--- config.mk ---
export PLATFORM = sky130hd
export DESIGN_NAME = irq_entry_unit
export DESIGN_NICKNAME = d
export VERILOG_FILES = /design/src/rtl/irq_entry_pkg.sv /design/src/rtl/irq_entry_ctrl.sv /design/src/rtl/irq_entry_dp.sv /design/src/rtl/irq_entry_unit.sv
export SDC_FILE = /design/constraint.sdc
export NUM_CORES = 1
export LEC_CHECK = 0
export BUFFER_PORTS_ARGS = -buffer_cell sky130_fd_sc_hd__clkbuf_2
export CAP_MARGIN = 10
export CORE_ASPECT_RATIO = 0.9
export CORE_UTILIZATION = 47
export DETAILED_ROUTE_END_ITERATION = 6
export PLACE_DENSITY = 0.79
export SKIP_LAST_GASP = 1
export SLEW_MARGIN = 20
export SYNTH_ARGS = -nofsm -noshare
export SYNTH_HDL_FRONTEND = slang
export SYNTH_HIERARCHICAL = 1
export SYNTH_SLANG_ARGS = --single-unit
--- constraint.sdc ---
create_clock -name clk -period 2.4 [get_ports clk]
set_clock_uncertainty 0.05 [all_clocks]
set_input_delay 0.24 -clock clk [delete_from_list [all_inputs] [get_ports clk]]
set_output_delay 0.24 -clock clk [all_outputs]
set_load 0.01 [all_outputs]
--- src/rtl/irq_entry_pkg.sv ---
package irq_entry_pkg;

  typedef enum logic [1:0] {
    SEL_STATUS = 2'd0,
    SEL_MASK   = 2'd1,
    SEL_PEND   = 2'd2,
    SEL_BASE   = 2'd3
  } csr_sel_e;

  // strobes from control to datapath
  typedef struct packed {
    logic take;
    logic eret;
    logic wrStatus;
    logic wrMask;
    logic wrPend;
    logic wrBase;
  } entry_ctl_t;

  localparam int unsigned STATUS_IE_BIT  = 0;
  localparam int unsigned STATUS_EIE_BIT = 1;

endpackage

--- src/rtl/irq_entry_ctrl.sv ---
module irq_entry_ctrl
  import irq_entry_pkg::*;
(
  input  logic       clk,
  input  logic       rstN,
  input  logic       ieQ,
  input  logic       anyLive,
  input  logic       atBoundary,
  input  logic       eretStrobe,
  input  logic       csrWrEn,
  input  logic [1:0] csrSel,
  output entry_ctl_t ctl
);

  csr_sel_e selE;
  logic     reqLive;

  always_comb begin
    selE    = csr_sel_e'(csrSel);
    reqLive = ieQ && anyLive;

    ctl          = '0;
    ctl.take     = reqLive && atBoundary;
    ctl.eret     = eretStrobe && !ctl.take;
    ctl.wrStatus = csrWrEn && (selE == SEL_STATUS);
    ctl.wrMask   = csrWrEn && (selE == SEL_MASK);
    ctl.wrPend   = csrWrEn && (selE == SEL_PEND);
    ctl.wrBase   = csrWrEn && (selE == SEL_BASE);
  end

  // no entry while the enable is clear
  p_take_needs_ie_r7: assert property (@(posedge clk) disable iff (!rstN)
    ctl.take |-> ieQ);

  // entry only at an instruction boundary with a live source
  p_take_at_boundary_r4: assert property (@(posedge clk) disable iff (!rstN)
    ctl.take |-> (atBoundary && anyLive));

endmodule

--- src/rtl/irq_entry_dp.sv ---
module irq_entry_dp
  import irq_entry_pkg::*;
#(
  parameter int unsigned NUM_LINES  = 32,
  parameter int unsigned XLEN       = 32,
  parameter logic [31:0] VEC_OFFSET = 32'h0000_00C0,
  parameter logic [31:0] BASE_RESET = 32'h0000_0000
) (
  input  logic                 clk,
  input  logic                 rstN,
  input  entry_ctl_t           ctl,
  input  logic [NUM_LINES-1:0] irqLines,
  input  logic [XLEN-1:0]      nextPc,
  input  logic [1:0]           csrSel,
  input  logic [XLEN-1:0]      csrWrData,
  output logic                 ieQ,
  output logic                 anyLive,
  output logic [XLEN-1:0]      csrRdData,
  output logic                 fetchRedirect,
  output logic [XLEN-1:0]      fetchTarget,
  output logic                 epcWrEn,
  output logic [XLEN-1:0]      epcWrData
);

  localparam int unsigned ALIGN_BITS = 2;

  logic                 eieQ;
  logic [NUM_LINES-1:0] pendQ;
  logic [NUM_LINES-1:0] maskQ;
  logic [XLEN-1:0]      baseQ;
  logic [XLEN-1:0]      epcQ;
  logic [XLEN-1:0]      vecAddr;

  // one pending flop per line; set wins over write-one-to-clear
  for (genvar g = 0; g < NUM_LINES; g++) begin : g_pend
    logic clrBit;
    assign clrBit = ctl.wrPend && csrWrData[g];
    always_ff @(posedge clk or negedge rstN) begin
      if (!rstN)            pendQ[g] <= 1'b0;
      else if (irqLines[g]) pendQ[g] <= 1'b1;
      else if (clrBit)      pendQ[g] <= 1'b0;
    end
  end

  // enable and shadow: entry > return > software write
  always_ff @(posedge clk or negedge rstN) begin
    if (!rstN) begin
      ieQ  <= 1'b0;
      eieQ <= 1'b0;
    end else if (ctl.take) begin
      eieQ <= ieQ;
      ieQ  <= 1'b0;
    end else if (ctl.eret) begin
      ieQ  <= eieQ;
    end else if (ctl.wrStatus) begin
      ieQ  <= csrWrData[STATUS_IE_BIT];
      eieQ <= csrWrData[STATUS_EIE_BIT];
    end
  end

  always_ff @(posedge clk or negedge rstN) begin
    if (!rstN) begin
      maskQ <= '0;
      baseQ <= {BASE_RESET[XLEN-1:ALIGN_BITS], {ALIGN_BITS{1'b0}}};
      epcQ  <= '0;
    end else begin
      if (ctl.wrMask) maskQ <= csrWrData[NUM_LINES-1:0];
      if (ctl.wrBase) baseQ <= {csrWrData[XLEN-1:ALIGN_BITS], {ALIGN_BITS{1'b0}}};
      if (ctl.take)   epcQ  <= nextPc;
    end
  end

  always_comb begin
    anyLive = |(pendQ & maskQ);
    vecAddr = baseQ + VEC_OFFSET[XLEN-1:0];

    fetchRedirect = ctl.take || ctl.eret;
    if (ctl.take)      fetchTarget = vecAddr;
    else if (ctl.eret) fetchTarget = epcQ;
    else               fetchTarget = '0;

    epcWrEn   = ctl.take;
    epcWrData = nextPc;

    csrRdData = '0;
    case (csr_sel_e'(csrSel))
      SEL_STATUS: begin
        csrRdData[STATUS_IE_BIT]  = ieQ;
        csrRdData[STATUS_EIE_BIT] = eieQ;
      end
      SEL_MASK: csrRdData[NUM_LINES-1:0] = maskQ;
      SEL_PEND: csrRdData[NUM_LINES-1:0] = pendQ;
      SEL_BASE: csrRdData = baseQ;
      default:  csrRdData = '0;
    endcase
  end

  // entry leaves the enable clear and the shadow holding the old enable
  p_entry_clears_ie_r6: assert property (@(posedge clk) disable iff (!rstN)
    ctl.take |=> (!ieQ && eieQ));

  // a line high at an edge is pending after it
  p_line_sets_pend_r2: assert property (@(posedge clk) disable iff (!rstN)
    (rstN && (irqLines != '0)) |=> ((pendQ & $past(irqLines)) == $past(irqLines)));

  // a return restores the enable from the shadow
  p_eret_restores_r8: assert property (@(posedge clk) disable iff (!rstN)
    ctl.eret |=> (ieQ == $past(eieQ)));

  // the vector is word aligned
  p_vec_aligned_r10: assert property (@(posedge clk) disable iff (!rstN)
    ctl.take |-> (fetchTarget[ALIGN_BITS-1:0] == '0));

endmodule

--- src/rtl/irq_entry_unit.sv ---
module irq_entry_unit
  import irq_entry_pkg::*;
#(
  parameter int unsigned NUM_LINES  = 32,
  parameter int unsigned XLEN       = 32,
  parameter logic [31:0] VEC_OFFSET = 32'h0000_00C0,
  parameter logic [31:0] BASE_RESET = 32'h0000_0000
) (
  input  logic                 clk,
  input  logic                 rstN,
  input  logic [NUM_LINES-1:0] irqLines,
  input  logic                 atBoundary,
  input  logic [XLEN-1:0]      nextPc,
  input  logic                 eretStrobe,
  input  logic                 csrWrEn,
  input  logic [1:0]           csrSel,
  input  logic [XLEN-1:0]      csrWrData,
  output logic [XLEN-1:0]      csrRdData,
  output logic                 takeExc,
  output logic                 fetchRedirect,
  output logic [XLEN-1:0]      fetchTarget,
  output logic                 epcWrEn,
  output logic [XLEN-1:0]      epcWrData
);

  entry_ctl_t ctl;
  logic       ieQ;
  logic       anyLive;

  irq_entry_ctrl u_ctrl (
    .clk        (clk),
    .rstN       (rstN),
    .ieQ        (ieQ),
    .anyLive    (anyLive),
    .atBoundary (atBoundary),
    .eretStrobe (eretStrobe),
    .csrWrEn    (csrWrEn),
    .csrSel     (csrSel),
    .ctl        (ctl)
  );

  irq_entry_dp #(
    .NUM_LINES  (NUM_LINES),
    .XLEN       (XLEN),
    .VEC_OFFSET (VEC_OFFSET),
    .BASE_RESET (BASE_RESET)
  ) u_dp (
    .clk           (clk),
    .rstN          (rstN),
    .ctl           (ctl),
    .irqLines      (irqLines),
    .nextPc        (nextPc),
    .csrSel        (csrSel),
    .csrWrData     (csrWrData),
    .ieQ           (ieQ),
    .anyLive       (anyLive),
    .csrRdData     (csrRdData),
    .fetchRedirect (fetchRedirect),
    .fetchTarget   (fetchTarget),
    .epcWrEn       (epcWrEn),
    .epcWrData     (epcWrData)
  );

  assign takeExc = ctl.take;

endmodule

==> flow_summary.ini <==
[worst_setup_path]
r2r_end = u_dp/epcQ[28]
crit_required_ns = 2.11
end_kind = output pin
r2r-start = u_dp/maskQ[2]
worstSetupStartpointType = register
cpPeakStageDelay_ns = 0.43
cp_cell_sequence = a22oi_2 > buf_4 > nand4_1 > or4_4 > and3_4 > nor2b_4 > nor2b_4 > buf_6 > a32oi_2 > nand3_1 > buf_2
crit_family = simple AND/OR/NAND/NOR gates
crit_fanout = 6
worst_path_max_delay_cell = or4_4
arrival_ns = 2.73
path_class = register to output pin
r2r_cells = 8
reg2reg_setup_slack_ns = 0.05
critPathBufInv = 3
cp_common_cell = nor2b_4

[outcome]
violations = setup timing
status = finished, violations left

[finish]
drive_gt1_share_pct = 54.6
area_delta_synth_final_pct = 40.7
finalNetCount = 986
nFillCells = 1014
design_area_mm2 = 0.00963
diodes = 0

[detailed_routing]
drc_errors = 0
vias_per_cell = 5.45
wl_mm = 20.0
vias = 5914
postRouteAntennaNets = 0
post_drt_wl_per_cell_um = 18.4
drt-pass1-iter-count = 5
drt-initial-drc-count = 364

[yosys]
synth.largest_area_cell = dfrtp_1
ys_ff_latch = 128
synth_area_leaders = dfrtp_1 (47%), mux2_2 (20%), a22o_1 (4.4%)
synth_cells = 601
seq_area_frac_synth_pct = 46.8
syn_area_mm2 = 0.00684
ys.flop_type = dfrtp_1
synth_top_area_share_pct = 46.8
ys_warn_count = 6
synth_edf_count = 0
synth.most_common_cell = dfrtp_1
async_flop_share_pct = 100
synthTopCellsByCount = dfrtp_1 (128), mux2_2 (122), nand2_1 (68), buf_4 (35), a22o_1 (34)
ys_types = 48
avgSynthCellArea_um2 = 11.4
synth_nets = 705

[floorplan]
die_area_mm2 = 0.0150
die_y_um = 116
io_pins = 202
die_w_um = 129
core_mm2 = 0.0141
initial_utilization_pct = 48.5
rows = 41

[run]
max-cap-violations = 0

[timing]
slew_viol_final = 0
hold_viol = 0
layout_setup_ws_ns = -0.623
post-route-min-period_ns = 3.02
relSlewSlack_pct = 55.8
whs_ns = 0.0176
rsz0062_at_grt = true
fmax_mhz = 331
finalSetupTns_ns = -20.12
fin_crit_sh_pct = 126
setup_viol_count_final = 35
worst_slew_pin_slew_ns = 0.662

[clocking]
cts_tree = done
cts_buffers = 17
root_buffer = clkbuf_16
clk_pin_slew_ns = 0.05
cts_max_level = 4
cts_buffer_depth = 2
cts.sinks = 128
clock_latency_ns = 0.42

[min_path]
min_path_type = primary input to register
hp-start = nextPc[5]
holdPathStages = 2
min_to = u_dp/epcQ[5]

[global_route]
grt_usage_pct = 27.5
antenna_found_initial = 0
overflow = 0
grt_pass1_vias = 5670
grt_max_degree = 72
grt_pass1_wl_mm = 30.5

[place]
placed_cell_area_mm2 = 0.00841
gp_congestion = 0.864
io_buffer_count = 201
hpwl_mm = 14.1

[power_and_ir_drop]
leakage_nw = 4.39
power.total_w = 0.00851
power_density_mw_per_mm2 = 884
ir_drop_uv = 584
[per-layer routing]
metal  wire, um  global-route usage, %  up-vias
met2       9460                   43.2      259
met4        302                   8.08        0
met5          0                      0        -
met3       1450                   6.64       27
met1       8820                   37.8     2872
li1           -                      -     2756
[stage by stage]
step           setup slack (ns)  util [%]  cells
2_1_floorplan           0.00839         -    601
3_3_place_gp             -0.377      59.6   1017
3_5_place_dp             -0.380      59.6   1017
4_1_cts                  -0.615      67.1   1084
5_1_grt                  -0.756      68.3   1086
6_report                 -0.623      68.3   1086
[logic make-up (layout without fill, tap and decap cells)]
kind of cell / count (synthesis) / after routing / share of synthesized area [%]
compound gates: 120 / 120 / 13.2
xor+xnor: 13 / 13 / 1.66
fa+ha+maj: 1 / 1 / 0.183
buf+inv: 73 / 365 / 6.34
flops: 128 / 128 / 46.8
mux: 126 / 126 / 20.7
simple gates: 140 / 140 / 11.1
[layout make-up]
| type | count | area, um^2 | area share, % |
|---|---|---|---|
| Timing Repair Buffer | 332 | 2230 | 23.2 |
| Clock inverter | 10 | 138 | 1.43 |
| Sequential cell | 128 | 3200 | 33.3 |
| Inverter | 3 | 11.3 | 0.117 |
| Clock buffer | 20 | 457 | 4.74 |
| Tap cell | 193 | 241 | 2.51 |
| Multi-Input combinational cell | 400 | 3350 | 34.8 |
[cells in the final DEF (no fill, tap or decap), drive strengths merged, types with 3 or more instances in the layout]
cell	n
dfrtp	128
nand2b	4
a21o	32
bufinv	3
dlygate4sd3	33
clkbuf	197
o211ai	8
a22oi	16
or4	10
clkinv	5
inv	3
and2	4
and3	4
xor2	12
nor2	3
o21ai	21
buf	121
nor2b	5
nand4	16
and4	3
mux2	122
nand3	14
a22o	34
nand2	69
mux2i	4
[state kept, by name, indices dropped and copies added (netlist names)]
name	flops
u_dp/pendQ	32
u_dp/maskQ	32
u_dp/eieQ	1
u_dp/baseQ	30
u_dp/epcQ	32
u_dp/ieQ	1
[worst max path at each step]
stage          depth (start not counted)              end           start
6_report                              11  fetchTarget[30]   u_dp/maskQ[2]
5_1_grt                               11   fetchTarget[8]   u_dp/maskQ[2]
4_1_cts                               10  fetchTarget[17]   u_dp/pendQ[5]
3_5_place_dp                          10  fetchTarget[14]  u_dp/maskQ[25]
3_3_place_gp                          10  fetchTarget[15]  u_dp/maskQ[25]
2_1_floorplan                          9  fetchTarget[28]  u_dp/maskQ[24]
[timing repair]
item / in CTS / in global routing
setup buffers: 2 / 2
gates resized for setup: 22 / 56
setup endpoints to repair: 67 / 43
endpoints found under the hold margin: 101 / 0
gates cloned: 2 / 0
pin swaps: 6 / 13
hold buffers: 33 / 0
[worst register-to-register path, stage by stage (launching register included)]
cell and delay [ns]:
dfrtp_1 0.39, a22oi_2 0.21, buf_4 0.14, nand4_1 0.12, or4_4 0.43, and3_4 0.20, buf_12 0.14, bufbuf_16 0.27
mux2_2 0.28
[power by group]
part | total, W | leakage [nW] | switching [W] | internal, W
logic | 0.00283 | 2.67 | 0.00128 | 0.00156
clock network | 0.00261 | 0.288 | 0.000940 | 0.00167
registers | 0.00307 | 1.43 | 0.000396 | 0.00267
Note: power is estimated with default switching activity, not from simulation.
